$ cat config.mk
export PLATFORM = sky130hd
export DESIGN_NAME = corr_peak_search
export DESIGN_NICKNAME = d
export VERILOG_FILES = /design/src/rtl/psrch_pkg.sv /design/src/rtl/psrch_thresh.sv /design/src/rtl/psrch_window.sv /design/src/rtl/psrch_tracker.sv /design/src/rtl/corr_peak_search.sv
export SDC_FILE = /design/constraint.sdc
export NUM_CORES = 1
export LEC_CHECK = 0
export BUFFER_PORTS_ARGS = -buffer_cell sky130_fd_sc_hd__buf_2
export CORE_ASPECT_RATIO = 1.2
export CORE_MARGIN = 2
export CORE_UTILIZATION = 40
export CTS_CLUSTER_DIAMETER = 30
export DETAILED_ROUTE_END_ITERATION = 10
export PLACE_DENSITY = 0.6
export SKIP_CTS_REPAIR_TIMING = 1
export SLEW_MARGIN = 20
export SYNTH_ARGS = -nofsm -noshare
export SYNTH_HDL_FRONTEND = slang
export SYNTH_SLANG_ARGS = --single-unit
export TNS_END_PERCENT = 50
$ cat constraint.sdc
create_clock -name clk -period 4.65 [get_ports clk]
set_input_delay 0.2325 -clock clk [delete_from_list [all_inputs] [get_ports clk]]
set_output_delay 0.2325 -clock clk [all_outputs]
set_load 0.005 [all_outputs]
$ cat src/rtl/psrch_pkg.sv
// Shared helpers for the correlation peak searcher.
// Assumes: window lengths of at least 1.
package psrch_pkg;

    // Bits needed to index a window of n samples (never less than 1).
    function automatic int idx_bits(input int n);
        int b;
        b = $clog2(n);
        return (b < 1) ? 1 : b;
    endfunction

endpackage

$ cat src/rtl/psrch_thresh.sv
// Input stage: registers one sample and forms its detection threshold
// from the scaled energy, so the compare downstream sees a registered
// product. Assumes unsigned energy and a scale with THR_SHIFT fraction bits.
module psrch_thresh #(
    parameter int CORR_W    = 16,
    parameter int ENERGY_W  = 16,
    parameter int SCALE_W   = 8,
    parameter int THR_SHIFT = 4,
    localparam int PROD_W   = ENERGY_W + SCALE_W
) (
    input  logic                clk,
    input  logic                rst_n,
    input  logic [CORR_W-1:0]   corr_in,
    input  logic                corr_vld,
    input  logic [ENERGY_W-1:0] energy_in,
    input  logic [SCALE_W-1:0]  scale_in,
    input  logic                hold_in,
    output logic                s_vld,
    output logic                s_hold,
    output logic [CORR_W-1:0]   s_corr,
    output logic [PROD_W-1:0]   s_thr
);

    logic [PROD_W-1:0] product;

    // Full-width product of energy and scale.
    always_comb begin
        product = PROD_W'(energy_in) * PROD_W'(scale_in);
    end

    // Capture the sample, its strobes and its shifted threshold.
    always_ff @(posedge clk) begin
        if (!rst_n) begin
            s_vld  <= 1'b0;
            s_hold <= 1'b0;
            s_corr <= '0;
            s_thr  <= '0;
        end else begin
            s_vld  <= corr_vld;
            s_hold <= hold_in;
            s_corr <= corr_in;
            s_thr  <= product >> THR_SHIFT;
        end
    end

endmodule

$ cat src/rtl/psrch_window.sv
// Window position counter: counts valid, unheld samples from 0 to
// WIN_LEN-1 and wraps. Hold forces it back to 0. Assumes WIN_LEN >= 2.
module psrch_window
    import psrch_pkg::*;
#(
    parameter int WIN_LEN = 5760,
    localparam int OFS_W  = idx_bits(WIN_LEN)
) (
    input  logic             clk,
    input  logic             rst_n,
    input  logic             s_vld,
    input  logic             s_hold,
    output logic [OFS_W-1:0] idx,
    output logic             first,
    output logic             last
);

    localparam logic [OFS_W-1:0] LAST_IDX = OFS_W'(WIN_LEN - 1);
    localparam bit POW2 = ((WIN_LEN & (WIN_LEN - 1)) == 0);

    logic [OFS_W-1:0] cnt;
    logic [OFS_W-1:0] cnt_inc;
    logic             step;

    assign step  = s_vld && !s_hold;
    assign idx   = cnt;
    assign first = (cnt == '0);
    assign last  = (cnt == LAST_IDX);

    // Next index: a power-of-two length wraps by itself, others compare.
    generate
        if (POW2) begin : g_wrap_free
            assign cnt_inc = cnt + 1'b1;
        end else begin : g_wrap_cmp
            assign cnt_inc = last ? '0 : cnt + 1'b1;
        end
    endgenerate

    // Advance on each counted sample; restart under hold.
    always_ff @(posedge clk) begin
        if (!rst_n) begin
            cnt <= '0;
        end else if (s_hold) begin
            cnt <= '0;
        end else if (step) begin
            cnt <= cnt_inc;
        end
    end

    AST_CNT_RANGE: assert property (@(posedge clk) disable iff (!rst_n)
        {1'b0, cnt} <= {1'b0, LAST_IDX});
    AST_HOLD_CLEAR: assert property (@(posedge clk) disable iff (!rst_n)
        s_hold |=> first);
    AST_WRAP: assert property (@(posedge clk) disable iff (!rst_n)
        (step && last) |=> first);
    AST_IDLE_STILL: assert property (@(posedge clk) disable iff (!rst_n)
        (!s_vld && !s_hold) |=> $stable(cnt));

endmodule

$ cat src/rtl/psrch_tracker.sv
// Peak tracker and report registers. Keeps the largest above-threshold
// correlation of the current window and its index. On the window's last
// sample it publishes the result and pulses done. Assumes WIN_LEN >= 2.
module psrch_tracker
    import psrch_pkg::*;
#(
    parameter int WIN_LEN = 5760,
    parameter int CORR_W  = 16,
    parameter int THR_W   = 24,
    localparam int OFS_W  = idx_bits(WIN_LEN),
    localparam int CMP_W  = (CORR_W > THR_W) ? CORR_W : THR_W
) (
    input  logic              clk,
    input  logic              rst_n,
    input  logic              s_vld,
    input  logic              s_hold,
    input  logic [CORR_W-1:0] s_corr,
    input  logic [THR_W-1:0]  s_thr,
    input  logic [OFS_W-1:0]  idx,
    input  logic              first,
    input  logic              last,
    output logic [OFS_W-1:0]  timing_offset,
    output logic [CORR_W-1:0] peak_value,
    output logic              peak_found,
    output logic              search_done
);

    localparam logic [OFS_W-1:0] LAST_IDX = OFS_W'(WIN_LEN - 1);

    logic [CORR_W-1:0] run_max;
    logic [OFS_W-1:0]  run_idx;
    logic              run_found;

    logic              take;
    logic              base_found;
    logic [CORR_W-1:0] base_max;
    logic [OFS_W-1:0]  base_idx;
    logic              above_thr;
    logic              beats_max;
    logic              cand;
    logic              nxt_found;
    logic [CORR_W-1:0] nxt_max;
    logic [OFS_W-1:0]  nxt_idx;

    assign take = s_vld && !s_hold;

    // Candidate test: above threshold and strictly above the running peak;
    // the running state counts as empty on the window's first sample.
    always_comb begin
        base_found = first ? 1'b0 : run_found;
        base_max   = base_found ? run_max : '0;
        base_idx   = base_found ? run_idx : '0;
        above_thr  = CMP_W'(s_corr) > CMP_W'(s_thr);
        beats_max  = !base_found || (s_corr > base_max);
        cand       = take && above_thr && beats_max;
        nxt_found  = base_found || cand;
        nxt_max    = cand ? s_corr : base_max;
        nxt_idx    = cand ? idx : base_idx;
    end

    // Running peak state, updated on each counted sample.
    always_ff @(posedge clk) begin
        if (!rst_n) begin
            run_max   <= '0;
            run_idx   <= '0;
            run_found <= 1'b0;
        end else if (take) begin
            run_max   <= nxt_max;
            run_idx   <= nxt_idx;
            run_found <= nxt_found;
        end
    end

    // Publish the window result and pulse done on the last sample.
    always_ff @(posedge clk) begin
        if (!rst_n) begin
            timing_offset <= '0;
            peak_value    <= '0;
            peak_found    <= 1'b0;
            search_done   <= 1'b0;
        end else begin
            search_done <= take && last;
            if (take && last) begin
                timing_offset <= nxt_idx;
                peak_value    <= nxt_max;
                peak_found    <= nxt_found;
            end
        end
    end

    AST_DONE_PULSE: assert property (@(posedge clk) disable iff (!rst_n)
        search_done |=> !search_done);
    AST_RPT_STABLE: assert property (@(posedge clk) disable iff (!rst_n)
        !search_done |-> ($stable(timing_offset) && $stable(peak_value)
                          && $stable(peak_found)));
    AST_NOFIND_ZERO: assert property (@(posedge clk) disable iff (!rst_n)
        !peak_found |-> (peak_value == '0 && timing_offset == '0));
    AST_OFS_RANGE: assert property (@(posedge clk) disable iff (!rst_n)
        {1'b0, timing_offset} <= {1'b0, LAST_IDX});
    AST_HOLD_NO_DONE: assert property (@(posedge clk) disable iff (!rst_n)
        s_hold |=> !search_done);

endmodule

$ cat src/rtl/corr_peak_search.sv
// Top of the per-frame correlation peak searcher: an input/threshold
// register stage, a window position counter and a peak tracker with
// report registers. Assumes unsigned correlation and energy inputs.
module corr_peak_search
    import psrch_pkg::*;
#(
    parameter int WIN_LEN   = 5760,
    parameter int CORR_W    = 16,
    parameter int ENERGY_W  = 16,
    parameter int SCALE_W   = 8,
    parameter int THR_SHIFT = 4,
    localparam int OFS_W    = idx_bits(WIN_LEN),
    localparam int THR_W    = ENERGY_W + SCALE_W
) (
    input  logic                clk,
    input  logic                rst_n,
    input  logic [CORR_W-1:0]   corr_in,
    input  logic                corr_vld,
    input  logic [ENERGY_W-1:0] energy_in,
    input  logic [SCALE_W-1:0]  thr_scale,
    input  logic                search_hold,
    output logic [OFS_W-1:0]    timing_offset,
    output logic [CORR_W-1:0]   peak_value,
    output logic                peak_found,
    output logic                search_done
);

    logic              s_vld;
    logic              s_hold;
    logic [CORR_W-1:0] s_corr;
    logic [THR_W-1:0]  s_thr;
    logic [OFS_W-1:0]  idx;
    logic              first;
    logic              last;

    psrch_thresh #(
        .CORR_W    (CORR_W),
        .ENERGY_W  (ENERGY_W),
        .SCALE_W   (SCALE_W),
        .THR_SHIFT (THR_SHIFT)
    ) u_thresh (
        .clk       (clk),
        .rst_n     (rst_n),
        .corr_in   (corr_in),
        .corr_vld  (corr_vld),
        .energy_in (energy_in),
        .scale_in  (thr_scale),
        .hold_in   (search_hold),
        .s_vld     (s_vld),
        .s_hold    (s_hold),
        .s_corr    (s_corr),
        .s_thr     (s_thr)
    );

    psrch_window #(
        .WIN_LEN (WIN_LEN)
    ) u_window (
        .clk    (clk),
        .rst_n  (rst_n),
        .s_vld  (s_vld),
        .s_hold (s_hold),
        .idx    (idx),
        .first  (first),
        .last   (last)
    );

    psrch_tracker #(
        .WIN_LEN (WIN_LEN),
        .CORR_W  (CORR_W),
        .THR_W   (THR_W)
    ) u_tracker (
        .clk           (clk),
        .rst_n         (rst_n),
        .s_vld         (s_vld),
        .s_hold        (s_hold),
        .s_corr        (s_corr),
        .s_thr         (s_thr),
        .idx           (idx),
        .first         (first),
        .last          (last),
        .timing_offset (timing_offset),
        .peak_value    (peak_value),
        .peak_found    (peak_found),
        .search_done   (search_done)
    );

    AST_RESET_QUIET: assert property (@(posedge clk)
        !rst_n |=> !search_done);

endmodule

== After elaboration in Yosys (flattened, before gate mapping) ==
Cells that the tools add are included.

* Output and inout bits: 31
* Bits of input ports: 44
* Register bits after elaboration: 116

* Multipliers: 1
* Mux-type cells: 6
* Bitwise logic cells: 1
* Add/subtract/negate cells: 1
* Order comparisons: 2
* Reduce and logical (&&, ||, !) cells: 10
* Equality and inequality tests: 1

{| class="wikitable"
|+ Operators by type and width
! operator !! number
|-
| $mux 13 || 3
|-
| $mux 16 || 2
|-
| $gt 16x24->1 || 1
|-
| $mul 16x8->24 || 1
|-
| $gt 16x16->1 || 1
|-
| $add 13x1->13 const B || 1
|-
| $eq 13x13->1 const B || 1
|-
| $logic_not 13->1 || 1
|-
| $logic_and 1x1->1 || 4
|-
| $logic_not 1->1 || 2
|-
| $logic_or 1x1->1 || 2
|-
| $reduce_or 2->1 || 1
|-
| $mux 1 || 1
|-
| $not 1->1 || 1
|}

== Depth between registers and ports, before layout ==
Gate-level depths: netlist of the first run.

* Depth after elaboration: 7
* Gate-level depth with buffers: 19

== Hierarchy ==
From an unflattened synthesis of the first run, not the netlist that was laid out.

* Cells, all modules: 1,183
* Area total of the unflattened synthesis: 9,874.5 sq um

{| class="wikitable"
|+ Modules (own cells, without submodules)
! module !! area an instance (sq um) !! instances !! seq. area each (sq um) !! cells each
|-
| psrch_thresh || 5,205.0 || 1 || 760.7 || 583
|-
| psrch_tracker || 3,986.3 || 1 || 1,221.2 || 521
|-
| psrch_window || 683.2 || 1 || 260.2 || 79
|}

== Worst setup path after synthesis of the first run ==
OpenSTA, ideal clock, no wires.

* Path kind: input port to flip-flop
* Start: input thr_scale[7]
* End: register u_thresh.s_thr[19]
* Arrival time: 4.452 ns
* Slack: 0.076 ns
* Stages: 17
* Library setup time: 0.122 ns
* Cell sequence: clkbuf_1 > and2_1 > fa_1 > fa_1 > fa_1 > inv_1 > fa_1 > inv_1 > ha_1 > clkbuf_1 > and3_1 > nand3_1 > a21oi_1 > nor3_1 > o31ai_1 > a21oi_1 > a311o_1

* Word-level cells in the longest chain between the ends: 1

{| class="wikitable"
|+ Ends and longest elaborated chain
! what !! RTL line !! source
|-
| start, declared || corr_peak_search.sv:20 || <nowiki>input logic [SCALE_W-1:0] thr_scale,</nowiki>
|-
| $mul 16x8->24 || psrch_thresh.sv:28 || <nowiki>product = PROD_W'(energy_in) * PROD_W'(scale_in);</nowiki>
|-
| end signal, assigned || psrch_thresh.sv:42 || <nowiki>s_thr <= product >> THR_SHIFT;</nowiki>
|-
| end, declared || psrch_thresh.sv:21 || <nowiki>output logic [PROD_W-1:0] s_thr</nowiki>
|}

Every way passes these cells.
A chain may end at the register's enable or synchronous reset.

== Final worst setup path of the first run ==
Same ends and word-level chain as after synthesis.

==> flow_summary.json, run 1 <==
{
  "timing.final.crit_period_ns": 4.36,
  "vdd_ir_drop_max_mv": 0.180,
  "p_leak_nw": 4.64,
  "layout_commonest_cell": "inv_1",
  "syn_inst": 1008,
  "grt_pass1_wl_um": 34500,
  "rows": 60,
  "synth_xor_area_share_pct": 2.29,
  "tightest_slew_ns": 0.710,
  "place_congestion": 0.835,
  "power_frac_seq_pct": 25.9,
  "dp_hpwl_um": 16200,
  "async_reset_ff_share_pct": 0,
  "multi_input_area_um2": 6190,
  "synth_nets": 1211,
  "die_x_um": 142,
  "floorplan.initialDensity_pct": 40.9,
  "vias_per_cell": 5.14,
  "fillers": 2190,
  "pwr-share-comb_pct": 55.0,
  "syn_area_um2": 9180,
  "synthAdderAreaFrac_pct": 28.5,
  "ys_seq_elements": 112,
  "drc": 0,
  "drv_cap": 0,
  "hold_violations": 0,
  "drive_above_1_share_pct": 14.4,
  "ctsLongestPathBuffers": 2,
  "muxShareOfSynthArea_pct": 0.436,
  "synth-compound-area-share_pct": 13.5,
  "min_path_type": "in2reg",
  "p_sw_share_pct": 38.2,
  "fin_skew_ns": 0.00686,
  "end_kind": "register",
  "via_count": 7055,
  "rsz0062_at_grt": "no",
  "cts_buffers": 9,
  "whs_ns": 0.0842,
  "die-area_um2": 24200,
  "yosys_most_used_dff": "dfxtp_1",
  "arrival_ns": 4.60,
  "hold_depth": 2,
  "critPathKind": "in2reg",
  "maxSlewHeadroom_pct": 52.6,
  "synth_top_family_by_area": "adder cells",
  "path_clk_slew_ns": 0.07,
  "layout_common_cells": "inv_1, and2_1, dfxtp_1, fa_1, ha_1",
  "grt_pass1_vias": 7040,
  "grt.total_usage_pct": 17.5,
  "crit_chain": "buf_2, and2_1, fa_1, fa_1, fa_1, inv_1, fa_1, inv_1, ha_1, and3_1, nand3_1, a21oi_1, nor3_1, o31ai_1, a21oi_1, a311o_1",
  "dr.pass1.iters": 6,
  "cts_tree": "built",
  "ant_nets": 0,
  "setup-violations-final": 0,
  "areaGrowthSynthToFinish_pct": 12.1,
  "yosysSeqAreaShare_pct": 24.4,
  "critical_path_required_ns": 4.89,
  "grt_max_degree": 69,
  "r2r_cells": 12,
  "routed_wl_um": 20500,
  "nets": 1289,
  "drtIter0Drc": 412,
  "htreeDepth": 3,
  "total_power_mw": 4.14,
  "switchingPower_mw": 1.58,
  "grt_antenna_before_repair": 2,
  "synth_edf_count": 0,
  "fmax_mhz": 229,
  "pre_cts_slack_ns": -0.107,
  "crit_fanout": 11,
  "ioPinCount": 75,
  "clock_sinks": 112,
  "critPathMaxStageDelay_ns": 0.55,
  "ff_latch_area_um2": 2240,
  "fin_crit_sh_pct": 93.8,
  "post_synth.cell_area_avg_um2": 9.11,
  "yosys_warnings": 0,
  "slew_violations": 0,
  "die_y_um": 170,
  "placed_area_um2": 9980,
  "status": "finished clean",
  "wl_per_cell_um": 14.9,
  "core_um2": 22400,
  "io_buffers": 74,
  "final_cell_area_um2": 10300,
  "critPathLaunchType": "input port",
  "p_per_area_nw_per_um2": 403,
  "clkPwrFrac_pct": 19.1,
  "synth.distinct_cells": 66,
  "crit_top_cell": "fa_1",
  "synthSimpleGateAreaFrac_pct": 22.6,
  "cp_slowest_cell": "fa_1",
  "overflow": 0,
  "worstSkewPairLatency_ns": 0.35,
  "internal_power_mw": 2.56,
  "root_buffer": "clkbuf_16",
  "worst_slack_ns": 0.290
}
[synthesized netlist by cell type (7+ instances only)]
master	number	share of area, %
a21o_1	12	0.98
a21oi_1	31	1.7
a221o_1	23	2.5
and2_1	141	9.6
clkbuf_1	31	1.3
dfxtp_1	112	24
fa_1	84	18
ha_1	75	10
inv_1	142	5.8
nand2_1	57	2.3
nand3_1	70	3.8
nand4_1	8	0.55
nor2_1	41	1.7
nor2b_1	7	0.48
nor3_1	10	0.55
nor4_1	9	0.61
o21ai_0	15	0.82
o221ai_1	18	1.7
o221ai_2	11	1.8
xnor2_1	18	1.7
[metal layers]
metal	up-vias	track usage [%]	routed length, µm
met3	22	1.80	621
met1	3379	21.4	9160
met4	0	5.70	486
met2	117	32.1	10200
li1	3537	-	-
met5	-	0	0
[per-stage QoR]
stage / cells / setup TNS [ns] / util (%)
2_1_floorplan: 1008 / 0 / -
3_3_place_gp: 1354 / -0.153 / 44.5
3_5_place_dp: 1354 / -0.269 / 44.5
4_1_cts: 1370 / 0 / 45.8
5_1_grt: 1370 / 0 / 45.8
6_report: 1372 / 0 / 45.8
[cell type report]
cell class | count | area share (%)
Timing Repair Buffer | 111 | 6.42
Clock buffer | 9 | 2.19
Tap cell | 279 | 3.39
Sequential cell | 112 | 21.8
Clock inverter | 7 | 0.778
Inverter | 143 | 5.22
Multi-Input combinational cell | 709 | 60.2
Antenna cell | 2 | 0.0486
[logic make-up (layout without fill, tap and decap cells)]
kind of cell             after synthesis  after routing
adder cells (fa/ha/maj)              159            159
flip-flops                           112            112
AO/OA/AOI/OAI                        148            148
XOR/XNOR                              24             24
multiplexers                           4              4
AND/OR/NAND/NOR                      374            374
other                                  0              2
buffers and inverters                187            270
[sequential cells by signal (all words and copies together) (netlist names), 13 cells and up]
signal / cells
u_tracker.peak_value: 16
u_thresh.s_thr: 20
u_tracker.timing_offset: 13
u_tracker.run_max: 16
u_tracker.run_idx: 13
u_window.idx: 13
u_thresh.s_corr: 16
[power by group through the flow]
stage               sequential, mW  combinational (mW)  clock, mW
global placement              1.10                2.27          0
CTS                           1.07                2.32      0.817
finish                        1.07                2.28      0.792
floorplan                     1.09                1.65          0
global route                  1.08                2.63      0.854
detailed placement            1.10                2.31          0
[final timing paths]
kind	start	end	slack (ns)
max reg2reg	u_window.idx[7]	u_tracker.run_idx[3]	0.99
min reg2reg	u_tracker.timing_offset[11]	u_tracker.timing_offset[11]	0.48
max	thr_scale[7]	u_thresh.s_thr[19]	0.29
min	search_hold	u_thresh.s_hold	0.08
[worst max-delay path, delay by kind of cell]
family          cells  cell delay [ns]
compound gates      4             1.00
fa+ha+maj           5             2.44
buf+inv             3             0.24
simple gates        4             0.65
Power figures use the tool's default switching activity.
==> run 2: changes to the inputs <==
--- a/config.mk
+++ b/config.mk
@@ -5,6 +5,7 @@
 export SDC_FILE = /design/constraint.sdc
 export NUM_CORES = 1
 export LEC_CHECK = 0
+export ABC_AREA = 1
 export BUFFER_PORTS_ARGS = -buffer_cell sky130_fd_sc_hd__buf_2
 export CORE_ASPECT_RATIO = 1.2
 export CORE_MARGIN = 2
==> flow_summary.json, run 2 <==
{
  "ctsLongestPathBuffers": 2,
  "fin_setup_tns_ns": 0,
  "fin_util_pct": 44.1,
  "nets": 1732,
  "timing.final.crit_period_ns": 4.15,
  "status": "finished clean",
  "worstSkewPairLatency_ns": 0.35,
  "htreeDepth": 3,
  "r2r-start": "u_window.idx[0]",
  "synth_nets": 1701,
  "p_leak_nw": 6.32,
  "synth_top_area_share_pct": 22.5,
  "ys_seq_elements": 112,
  "vdd_ir_drop_max_mv": 0.166,
  "largest_reg_flops": 20,
  "synth_area_leaders": "dfxtp_1, fa_1, inv_1",
  "via_count": 8596,
  "min_path_type": "in2reg",
  "hp-start": "search_hold",
  "overflow": 0,
  "clock_sinks": 112,
  "post_synth.cell_area_avg_um2": 6.66,
  "p_per_area_nw_per_um2": 379,
  "pre_cts_slack_ns": 0.188,
  "regMostFlops": "u_thresh.s_thr",
  "maxSlewHeadroom_pct": 38.2,
  "die_x_um": 148,
  "fin_crit_sh_pct": 89.2,
  "grt_max_degree": 71,
  "hold_violations": 0,
  "drv_cap": 0,
  "ff_latch_area_um2": 2240,
  "yosysSeqAreaShare_pct": 22.5,
  "grt_pass1_vias": 8413,
  "grt.total_usage_pct": 18.0,
  "drtIter0Drc": 449,
  "setup-violations-final": 0,
  "grt_antenna_before_repair": 0,
  "ant_nets": 0,
  "yosys_warnings": 0,
  "areaGrowthSynthToFinish_pct": 8.70,
  "layout_commonest_cell": "inv_1",
  "layout_common_cells": "inv_1, nand2_1, nor2_1, dfxtp_1, nand3_1",
  "critPathLaunchType": "input port",
  "floorplan.initialDensity_pct": 40.6,
  "vias_per_cell": 4.62,
  "place_congestion": 0.895,
  "yosys_most_used_dff": "dfxtp_1",
  "instances_no_fill": 1859,
  "drc": 0,
  "die_y_um": 177,
  "ioPinCount": 75,
  "cts_tree": "built",
  "fmax_mhz": 241,
  "core_um2": 24600,
  "synthTopCellsByCount": "inv_1, nand2_1, nor2_1",
  "critPathKind": "in2reg",
  "tightest_slew_ns": 0.924,
  "path_clk_slew_ns": 0.08,
  "critical_path_required_ns": 4.89,
  "grt_pass1_wl_um": 39200,
  "n_antenna_cell": 0,
  "async_reset_ff_share_pct": 0,
  "end_kind": "register",
  "fin_skew_ns": 0.0113,
  "cts_buffers": 9,
  "synth.distinct_cells": 37,
  "root_buffer": "clkbuf_16",
  "slew_violations": 0,
  "multi_input_area_um2": 5890,
  "dp_hpwl_um": 17200,
  "syn_area_um2": 9980,
  "synth_top_area_cell": "dfxtp_1",
  "worst_slack_ns": 0.501,
  "routed_wl_um": 22800,
  "fillers": 2623,
  "io_buffers": 74,
  "synth_edf_count": 0,
  "arrival_ns": 4.39,
  "yosysMostFrequentCell": "inv_1",
  "crit_fanout": 16,
  "syn_inst": 1498,
  "crit_start": "thr_scale[5]",
  "wl_per_cell_um": 12.2,
  "rsz0062_at_grt": "no",
  "die-area_um2": 26200,
  "dp.cells": 1843,
  "dr.pass1.iters": 6,
  "drive_above_1_share_pct": 7.30,
  "rows": 63
}
-- run 2: changes by cell type after synthesis, sizes merged, moves of 39 or more --
| cell | before | now |
|---|---|---|
| nor2 | 42 | 139 |
| inv | 143 | 415 |
| nand2 | 57 | 339 |
| a21oi | 32 | 81 |
| and2 | 141 | 0 |
| nand3 | 70 | 109 |
-- run 2: report_power, final --
part	switching [mW]	internal, mW	total [mW]
clock network	0.345	0.448	0.792
logic	1.42	0.809	2.23
registers	0.0349	1.06	1.09
-- run 2: path summary, 6_finish.rpt --
check | endpoint | slack (ns) | depth (start not counted)
setup / recovery | u_thresh.s_thr[17] | 0.50 | 21
hold / removal | u_thresh.s_hold | 0.06 | 3
setup reg to reg | u_tracker.peak_value[8] | 1.25 | 20
hold reg to reg | u_window.idx[4] | 0.51 | 2
-- run 2: kinds of logic after synthesis --
| logic type | Yosys count | synth area share (%) |
|---|---|---|
| buffers and inverters | 479 | 18.6 |
| adders and majority gates | 159 | 26.2 |
| xor gates and xnor gates | 4 | 0.351 |
| DFF | 112 | 22.5 |
| AOI/OAI and AO/OA | 133 | 7.28 |
| and+or+nand+nor | 611 | 25.1 |
-- run 2: layer usage --
metal  part of all wire [%]  vias to the layer above  wire [µm]  GRT usage [%]
met5                      0                        -          0              0
met4                    1.4                        0        314           4.40
met3                    3.6                       27        813           1.52
met2                     49                      192      11100           32.9
met1                     46                     3915      10500           22.9
li1                       -                     4462          -              -
-- run 2: critical path, stage by stage --
cell     delay [ns]
buf_2          0.31
nand2_1        0.09
inv_1          0.08
fa_1           0.44
fa_1           0.53
fa_1           0.54
inv_1          0.05
fa_1           0.53
inv_1          0.04
ha_1           0.39
inv_1          0.06
o21ai_0        0.24
a21oi_1        0.14
o21ai_1        0.20
nand3_1        0.12
nand2_1        0.12
nand2_1        0.06
nand2_1        0.07
nand2_1        0.05
nand2_1        0.06
nor2_1         0.04
-- run 2: final cells by class --
cell class	instances	area share [%]
clock inverter	4	0.484
inverter	416	14.4
clock buffer	12	2.36
timing repair buffer	83	4.04
sequential	112	20.7
multi-input combinational	907	54.3
tap	325	3.75
-- run 2: through the flow --
stage | instance area (µm²) | hold WS [ns] | power (mW)
final | 10900 | 0.0646 | 4.12
after global routing | 10900 | 0.0703 | 4.55
after CTS | 10900 | 0.0616 | 4.15
after detailed placement | 10500 | 0.422 | 3.34
after global placement | 10500 | 0.415 | 3.32
after floorplan | 9980 | 0.330 | 2.85
